===== config.mk =====
export PLATFORM = sky130hd
export DESIGN_NAME = owire_rom_select
export DESIGN_NICKNAME = d
export VERILOG_FILES = /design/src/rtl/owire_rom_select.sv
export SDC_FILE = /design/constraint.sdc
export NUM_CORES = 1
export LEC_CHECK = 0
export BUFFER_PORTS_ARGS = -buffer_cell sky130_fd_sc_hd__buf_2
export CAP_MARGIN = 0
export CORE_MARGIN = 5
export CORE_UTILIZATION = 61
export CTS_CLUSTER_SIZE = 40
export DETAILED_ROUTE_END_ITERATION = 10
export PLACE_DENSITY = 0.8
export SLEW_MARGIN = 20
export SYNTH_ARGS = -nofsm -noshare
export SYNTH_HDL_FRONTEND = slang
export SYNTH_SLANG_ARGS = --single-unit

===== constraint.sdc =====
create_clock -name clk -period 2.8 [get_ports clk]
set_clock_uncertainty 0.05 [all_clocks]
set_input_delay 0.28 -clock clk [delete_from_list [all_inputs] [get_ports clk]]
set_output_delay 0.28 -clock clk [all_outputs]
set_load 0.05 [all_outputs]

===== src/rtl/owire_rom_select.sv =====
module owire_rom_select #(
  parameter int ID_W = 64,
  parameter int CMD_W = 8,
  parameter logic [ID_W-1:0] DEV_ID = 64'h9C00_07E1_5AD3_4B28
) (
  input  logic clk,
  input  logic rst_n,
  input  logic bus_reset,
  input  logic slot_done,
  input  logic rx_bit,
  output logic tx_req,
  output logic tx_bit,
  output logic select,
  output logic quiet
);
  localparam int IDX_W = (ID_W > CMD_W) ? $clog2(ID_W) : $clog2(CMD_W);
  localparam logic [IDX_W-1:0] ID_LAST  = IDX_W'(ID_W - 1);
  localparam logic [IDX_W-1:0] CMD_LAST = IDX_W'(CMD_W - 1);
  localparam logic [CMD_W-1:0] C_READ   = CMD_W'(8'h33);
  localparam logic [CMD_W-1:0] C_MATCH  = CMD_W'(8'h55);
  localparam logic [CMD_W-1:0] C_SEARCH = CMD_W'(8'hF0);
  localparam logic [CMD_W-1:0] C_SKIP   = CMD_W'(8'hCC);
  localparam logic [CMD_W-1:0] C_RESUME = CMD_W'(8'hA5);

  typedef enum logic [2:0] {
    S_CMD, S_READ, S_MATCH, S_STRUE, S_SCOMP, S_SDIR, S_SEL, S_QUIET
  } state_t;

  state_t           state;
  logic [IDX_W-1:0] cnt;
  logic [CMD_W-1:0] cmd_sr;
  logic             rflag;

  wire              id_bit  = DEV_ID[cnt];
  wire [CMD_W-1:0]  cmd_now = {rx_bit, cmd_sr[CMD_W-1:1]};
  wire              last_id = (cnt == ID_LAST);

  assign tx_req = (state == S_READ) || (state == S_STRUE) || (state == S_SCOMP);
  assign tx_bit = !tx_req || ((state == S_SCOMP) ? !id_bit : id_bit);
  assign select = (state == S_SEL);
  assign quiet  = (state == S_QUIET);

  always_ff @(posedge clk or negedge rst_n) begin
    if (!rst_n) begin
      state  <= S_CMD;
      cnt    <= '0;
      cmd_sr <= '0;
      rflag  <= 1'b0;
    end else if (bus_reset) begin
      state  <= S_CMD;
      cnt    <= '0;
      cmd_sr <= '0;
    end else if (slot_done) begin
      case (state)
        S_CMD: begin
          cmd_sr <= cmd_now;
          if (cnt == CMD_LAST) begin
            cnt <= '0;
            case (cmd_now)
              C_READ:   begin state <= S_READ;  rflag <= 1'b0; end
              C_MATCH:  begin state <= S_MATCH; rflag <= 1'b0; end
              C_SEARCH: begin state <= S_STRUE; rflag <= 1'b0; end
              C_SKIP:   begin state <= S_SEL;   rflag <= 1'b0; end
              C_RESUME: state <= rflag ? S_SEL : S_QUIET;
              default:  state <= S_QUIET;
            endcase
          end else begin
            cnt <= cnt + 1'b1;
          end
        end
        S_READ: begin
          if (last_id) state <= S_SEL;
          else cnt <= cnt + 1'b1;
        end
        S_MATCH: begin
          if (rx_bit != id_bit) state <= S_QUIET;
          else if (last_id) begin state <= S_SEL; rflag <= 1'b1; end
          else cnt <= cnt + 1'b1;
        end
        S_STRUE: state <= S_SCOMP;
        S_SCOMP: state <= S_SDIR;
        S_SDIR: begin
          if (rx_bit != id_bit) state <= S_QUIET;
          else if (last_id) begin state <= S_SEL; rflag <= 1'b1; end
          else begin state <= S_STRUE; cnt <= cnt + 1'b1; end
        end
        default: state <= state;
      endcase
    end
  end
endmodule


==> results by group, run 1 <==
Outcome
  – Outcome: finished, final reports clean

Placement
  – Area after DPL: 1580 µm²
  – PortBufs: 8
  – Post-detail-place hpwl: 2.58 mm
  – Final RePlAce weighted congestion: 0.852

Logic synthesis
  – #FFs+latches synth: 17
  – Yosys synthesis warning count: 0
  – Synthesized area: 1560 µm²
  – Yosys cell types: 50
  – Syn_nets: 192
  – Synth Instances: 179
  – Sequential element share of the synthesized area: 0.272
  – Post-Syn Area per Cell: 8.73 µm²

Worst hold path
  – Worst hold path stage count: 2
  – WHS Endpoint: cmd_sr[2]$_DFFE_PN0P_
  – HP Class: in2reg
  – Min-delay src: bus_reset

Global routing
  – Met2 Usage GRT: 0.351
  – GR Layer Usage met3: 0.0255
  – Gr busiest metal: met2
  – Pin count of the biggest net entering global routing: 20
  – Vias in the first global route: 1382
  – First-pass GRT wire length: 5.97 mm
  – GR Overflow Total: 0
  – Met1 usage: 0.268
  – Initial antenna violation count: 0
  – Total global-route track usage: 0.210

Layout
  – Layout cell share with drive strength beyond 1: 0.148
  – Post-route cell area: 1620 µm²
  – Nets: 196
  – N_diodes: 0
  – Area Growth Syn to Fin: 3.92%

STA
  – Finish-stage setup viols: 0
  – Fmax: 0.371 GHz
  – Minimum clock period: 2.70 ns
  – Worst slew pin tran: 0.507 ns
  – Period Utilization, post-route: 0.964
  – Slew Limit Fails: 0
  – Rel. slew slack: 0.662
  – Final hold viol count: 0

Critical path
  – Setup slack, reg-to-reg: 0.26 ns
  – Setup crit end kind: output pin
  – Critical path depth: 8
  – Slowest Stage Delay on Critical Path: 0.47 ns
  – Top cell family by delay on the critical path: compound AO/OA/AOI/OAI gates
  – Setup crit start kind: register
  – Reg2reg end: cnt[4]$_DFFE_PN0P_
  – CP arrival: 2.37 ns
  – CP max stage cell: dfrtp_2
  – Peak fanout along the critical path: 8
  – FF-to-FF Start: cnt[0]$_DFFE_PN0P_
  – Critical path required time: 2.47 ns
  – CP bufs+invs: 2
  – Worst-path cell chain: inv_1 > ha_1 > xor2_1 > nor2_1 > o311a_4 > o211ai_1 > o41a_1 > buf_2
  – Cells on worst reg2reg path: 8
  – Setup CP Type: reg2out

Clock network
  – CTS buffer count: 3
  – CTS tree: yes
  – Post-CTS setup buffers: 0
  – Worst-path clk slew: 0.10 ns
  – Clk sinks: 17
  – Root buf cell: clkbuf_4
  – Max Root-Sink Buffers: 2
  – Clock Latency Late Sink: 0.29 ns
  – H-tree depth: 1

Route
  – Drt first pass iters: 4
  – # DRC: 0
  – Routed Antenna Nets: 0
  – WL/cell: 15.7 µm
  – DR vias: 1381
  – Routed wire length: 3.34 mm
  – Vias per inst: 6.51
  – DR iter-0 viols: 110

Floorplanning
  – Die area: 3670 µm²
  – Ports: 9
  – Die width: 60.6 µm
  – CORE AREA: 2450 µm²
  – Initial Util: 0.637
  – FP Rows: 18
  – Die Y-Extent: 60.6 µm

Pwr
  – PwrDens: 297 nW/µm²
  – Power Total: 482 µW
  – LEAKAGE: 0.000696 µW
  – VDD IR-drop max: 0.000395 V

Run
  – Max Cap Violations: 0
worst max-delay path by stage:
stage                              end                from  slack, ns
floorplan           cnt[2]$_DFFE_PN0P_  cnt[0]$_DFFE_PN0P_       0.34
global route                    tx_bit  cnt[0]$_DFFE_PN0P_     -0.007
finish                          tx_bit  cnt[0]$_DFFE_PN0P_       0.10
CTS                             tx_bit  cnt[0]$_DFFE_PN0P_       0.02
detailed placement  cnt[4]$_DFFE_PN0P_  cnt[0]$_DFFE_PN0P_       0.17
global placement    cnt[2]$_DFFE_PN0P_  cnt[0]$_DFFE_PN0P_       0.28
through the flow:
| stage | setup slack, ns | hold slack [ns] | setup TNS (ns) | instances | utilization |
|---|---|---|---|---|---|
| after CTS | 0.0163 | 0.303 | 0 | 212 | 0.661 |
| final | 0.102 | 0.307 | 0 | 212 | 0.662 |
| after global placement | 0.282 | 0.165 | 0 | 207 | 0.645 |
| after floorplan | 0.339 | -0.0656 | 0 | 179 | - |
| after detailed placement | 0.168 | 0.172 | 0 | 207 | 0.645 |
| after global routing | -0.00692 | 0.331 | -0.00692 | 212 | 0.662 |
power breakdown:
part           total [µW]  internal, µW  switching [µW]  leakage, µW
Sequential            265           251            13.3     0.000232
Clock                 130          53.2            76.6    0.0000177
Combinational        87.8          33.5            54.3     0.000446
Total                 482           338             144     0.000696
sequential cells by signal, indices dropped and copies added (netlist names):
signal and flops:
cnt 6, state 3, rflag 1, cmd_sr 7
cell usage in the layout (no fill, tap or decap), types with 2 or more instances in the layout:
cell type and n:
a211oi_1 2, and4bb_2 2, inv_1 8, nand2_1 18
clkbuf_4 3, mux2_1 4, dfrtp_1 15, mux2i_1 10
xor2_1 2, nor4_1 3, dfrtp_2 2, and2_1 2
ha_1 8, nor4bb_1 4, a21oi_1 6, nand3_1 9
o21ai_0 9, or4_1 4, nor2_1 20, nor2b_1 5
buf_2 8, nor3_1 3, o211ai_1 6
repair_timing:
item,4_1_cts,5_1_grt
hold endpoints to repair,17,0
setup endpoints to repair,0,2
gates resized for setup,0,2
hold buffers,1,0
cell usage after synthesis, drive strengths merged:
cell     number  area [µm²]
nor2         20        75.1
nand2        18        67.6
dfrtp        17         425
mux2i        10         100
nand3         9        45.0
o21ai         9        45.0
ha            8         100
inv           8        30.0
a21oi         6        30.0
clkbuf        6        22.5
nor2b         6        45.0
o211ai        6        45.0
buf           5        41.3
mux2          5        56.3
nor3          4        25.0
nor4bb        4        40.0
or4           4        30.0
nor4          3        18.8
a211o         2        18.8
a211oi        2        15.0
and2          2        12.5
and4bb        2        25.0
nand4         2        18.8
nor4b         2        32.5
xor2          2        17.5
a21boi        1        7.51
a311o         1        10.0
a32oi         1        8.76
and2b         1        7.51
and3          1        6.26
and4          1        8.76
nor3b         1        7.51
o2111ai       1        8.76
o211a         1        17.5
o21a          1        7.51
o221ai        1        8.76
o311a         1        21.3
o311ai        1        8.76
o41a          1        11.3
o41ai         1        27.5
or2           1        6.26
or3           1        6.26
cell type report:
class | instances | area [µm²]
clock buffer | 3 | 22.5
clock inverter | 1 | 5.00
fill | 228 | 831
inverter | 8 | 30.0
multi-input combinational | 143 | 1040
sequential | 17 | 428
tap | 30 | 37.5
timing repair buffer | 10 | 57.6
per-layer routing:
metal,wire (µm),share of wire
met4,53,0.016
met3,183,0.055
met5,0,0
met1,1450,0.43
met2,1650,0.49
cell families after synthesis:
group           Yosys count  share of synthesized area
mux                      15                      0.100
compound gates           36                      0.187
xor+xnor                  2                     0.0112
simple gates             82                      0.306
buf+inv                  19                     0.0600
fa+ha+maj                 8                     0.0641
flops                    17                      0.272
Note: power is estimated with default switching activity, not from simulation.
==> run 2, diff against run 1 <==
PLACE_DENSITY = 0.76   (was 0.8)
==> run 2 against run 1 <==
Against the previous run: design area fell by 0.54%; sequential power about the same; combinational power shrank 1%; cell count shrank 0.47%; power fell by 1.2%; critical path type unchanged.
==> results by group, run 2 (same netlist as run 1, synthesis figures left out) <==
Floorplanning
  – Die Y-Extent: 60.6 µm (unchanged)
  – Initial Util: 0.637 (unchanged)
  – Die width: 60.6 µm (unchanged)
  – FP Rows: 18 (unchanged)
  – Die area: 3670 µm² (unchanged)
  – Ports: 9 (unchanged)
  – CORE AREA: 2450 µm² (unchanged)

Route
  – DR vias: 1378 (-0.22%)
  – # DRC: 0 (unchanged)
  – DR iter-0 viols: 189 (+72%)
  – WL/cell: 15.7 µm (-0.28%)
  – Routed wire length: 3.31 mm (-0.75%)
  – Drt first pass iters: 4 (unchanged)
  – Routed Antenna Nets: 0 (unchanged)
  – Vias per inst: 6.53 (+0.26%)

Pwr
  – Logic pwr share: 0.182 (about the same)
  – Psw: 137 µW (-5.3%)
  – Sw frac: 0.287 (-0.0122)
  – Int Pwr: 340 µW (+0.51%)
  – LEAKAGE: 0.000687 µW (-1.2%)
  – VDD IR-drop max: 0.000337 V (-15%)
  – PwrDens: 295 nW/µm² (-0.68%)
  – Sequential share of power: 0.557 (+0.008)
  – Clk pwr share: 0.261 (-0.008)

Global routing
  – Met2 Usage GRT: 0.371 (+0.0198)
  – GR Overflow Total: 0 (unchanged)
  – Pin count of the biggest net entering global routing: 20 (unchanged)
  – Initial antenna violation count: 0 (unchanged)
  – Total global-route track usage: 0.214 (+0.00368)
  – Vias in the first global route: 1361 (-1.5%)
  – First-pass GRT wire length: 6.06 mm (+1.5%)
  – GR Layer Usage met3: 0.0128 (-0.0128)
  – Met1 usage: 0.277 (+0.00950)
  – Gr busiest metal: met2

STA
  – Period Utilization, post-route: 0.964 (about the same)
  – RSZ-0062 raised after global routing: false
  – Finish-stage setup viols: 0 (unchanged)
  – Final hold viol count: 0 (unchanged)
  – Slew Limit Fails: 0 (unchanged)
  – Worst slew pin tran: 0.506 ns (-0.00197 ns)
  – Rel. slew slack: 0.663 (+0.00131)
  – Setup TNS after final layout: 0 ns (unchanged)
  – Fmax: 0.371 GHz (about the same)
  – Minimum clock period: 2.70 ns (+0.000178 ns)
  – Worst hold slack: 0.315 ns (+0.00723 ns)

Clock network
  – CTS buffer count: 3 (unchanged)
  – Worst-path clk slew: 0.09 ns (about the same)
  – Max Root-Sink Buffers: 2 (unchanged)
  – Root buf cell: clkbuf_4
  – Clk sinks: 17 (unchanged)
  – H-tree depth: 1 (unchanged)
  – CTS tree: yes
  – Clock Latency Late Sink: 0.28 ns (about the same)

Critical path
  – Setup crit end kind: output pin
  – Critical path required time: 2.47 ns (about the same)
  – Setup slack, reg-to-reg: 0.21 ns (-0.05 ns)
  – Setup crit start kind: register
  – Peak fanout along the critical path: 8 (unchanged)
  – CP arrival: 2.37 ns (about the same)
  – FF-to-FF Start: cnt[0]$_DFFE_PN0P_
  – Cells on worst reg2reg path: 8 (unchanged)
  – Reg2reg end: cnt[4]$_DFFE_PN0P_
  – Setup CP Type: reg2out

Layout
  – Most flops, register: cmd_sr
  – Area Growth Syn to Fin: 3.36%
  – Nets: 195 (-0.51%)
  – N_diodes: 0 (unchanged)
  – Commonest cells after routing, fill and taps aside: 20 x nor2_1, 18 x nand2_1, 15 x dfrtp_1, 10 x mux2i_1
  – Fillers: 226 (-0.88%)
  – Post-route cell area: 1620 µm² (-0.54%)
  – Register Area: 428 µm² (unchanged)
  – Area of the multi-input gates: 1040 µm² (unchanged)
  – Layout cell share with drive strength beyond 1: 0.138 (-0.0102)
  – Most common cell after layout, fill and taps aside: nor2_1
  – Largest registers: cmd_sr (7), cnt (6), state (3)
  – Max reg flops: 7 (unchanged)

Outcome
  – Outcome: finished, final reports clean

Run
  – Max Cap Violations: 0 (unchanged)

Worst hold path
  – WHS Endpoint: cmd_sr[3]$_DFFE_PN0P_
  – Min-delay src: bus_reset
  – Worst hold path stage count: 2 (unchanged)
  – HP Class: in2reg

Placement
  – Post-detail-place hpwl: 2.47 mm (-4.2%)
  – Area after DPL: 1580 µm² (-0.47%)
  – PortBufs: 8 (unchanged)
  – Final RePlAce weighted congestion: 0.874 (+2.6%)
run 2: changes by cell type in the layout (fill, tap and decap cells not counted):
cell and change:
clkbuf_1 +1, buf_4 -1, clkinv_2 -1
run 2: how the worst max path moves through the flow:
stage | startpoint | endpoint | slack, ns | cells past startpoint
floorplan | cnt[0]$_DFFE_PN0P_ | cnt[2]$_DFFE_PN0P_ | 0.34 | 7
global placement | cnt[1]$_DFFE_PN0P_ | cnt[0]$_DFFE_PN0P_ | 0.26 | 7
detailed placement | cnt[0]$_DFFE_PN0P_ | cnt[4]$_DFFE_PN0P_ | 0.15 | 8
CTS | cnt[0]$_DFFE_PN0P_ | tx_bit | 0.04 | 8
global route | cnt[0]$_DFFE_PN0P_ | tx_bit | 0.004 | 8
finish | cnt[0]$_DFFE_PN0P_ | tx_bit | 0.10 | 8
run 2: power groups by stage:
stage	clock [µW]	sequential [µW]	combinational [µW]
floorplan	0	263	67.6
global placement	0	268	83.0
detailed placement	0	269	85.6
CTS	129	265	87.1
global route	143	267	98.4
finish	124	265	86.9
run 2: final cells by class:
class,instances,share of cell area
Timing Repair Buffer,9,0.0310
Clock buffer,4,0.0163
Sequential cell,17,0.265
Multi-Input combinational cell,143,0.646
Tap cell,30,0.0232
Inverter,8,0.0186
run 2: critical path, cell delays in order, from the launching register on:
cell and delay, ns:
dfrtp_2 0.47, inv_1 0.15, ha_1 0.19, xor2_1 0.16, nor2_1 0.07, o311a_4 0.39
o211ai_1 0.20, o41a_1 0.19, buf_2 0.26
run 2: timing repair:
item / CTS / global route
resized for setup: 0 / 2
buffers inserted: 0 / 0
endpoints found under the setup margin: 0 / 3
hold buffers: 1 / 0
hold endpoints to repair: 17 / 0
run 2: per-stage QoR:
| stage | total power, µW | setup WS [ns] | utilization | std cells |
|---|---|---|---|---|
| after global routing | 509 | 0.00446 | 0.658 | 211 |
| after global placement | 351 | 0.260 | 0.642 | 206 |
| final | 476 | 0.102 | 0.658 | 211 |
| after CTS | 481 | 0.0365 | 0.657 | 211 |
| after detailed placement | 355 | 0.145 | 0.642 | 206 |
| after floorplan | 331 | 0.339 | - | 179 |
run 2: routing by layer:
metal / routed length [µm] / up-vias
met5: 0 / -
met4: 38 / 0
met3: 187 / 4
met2: 1630 / 46
met1: 1460 / 673
li1: - / 655
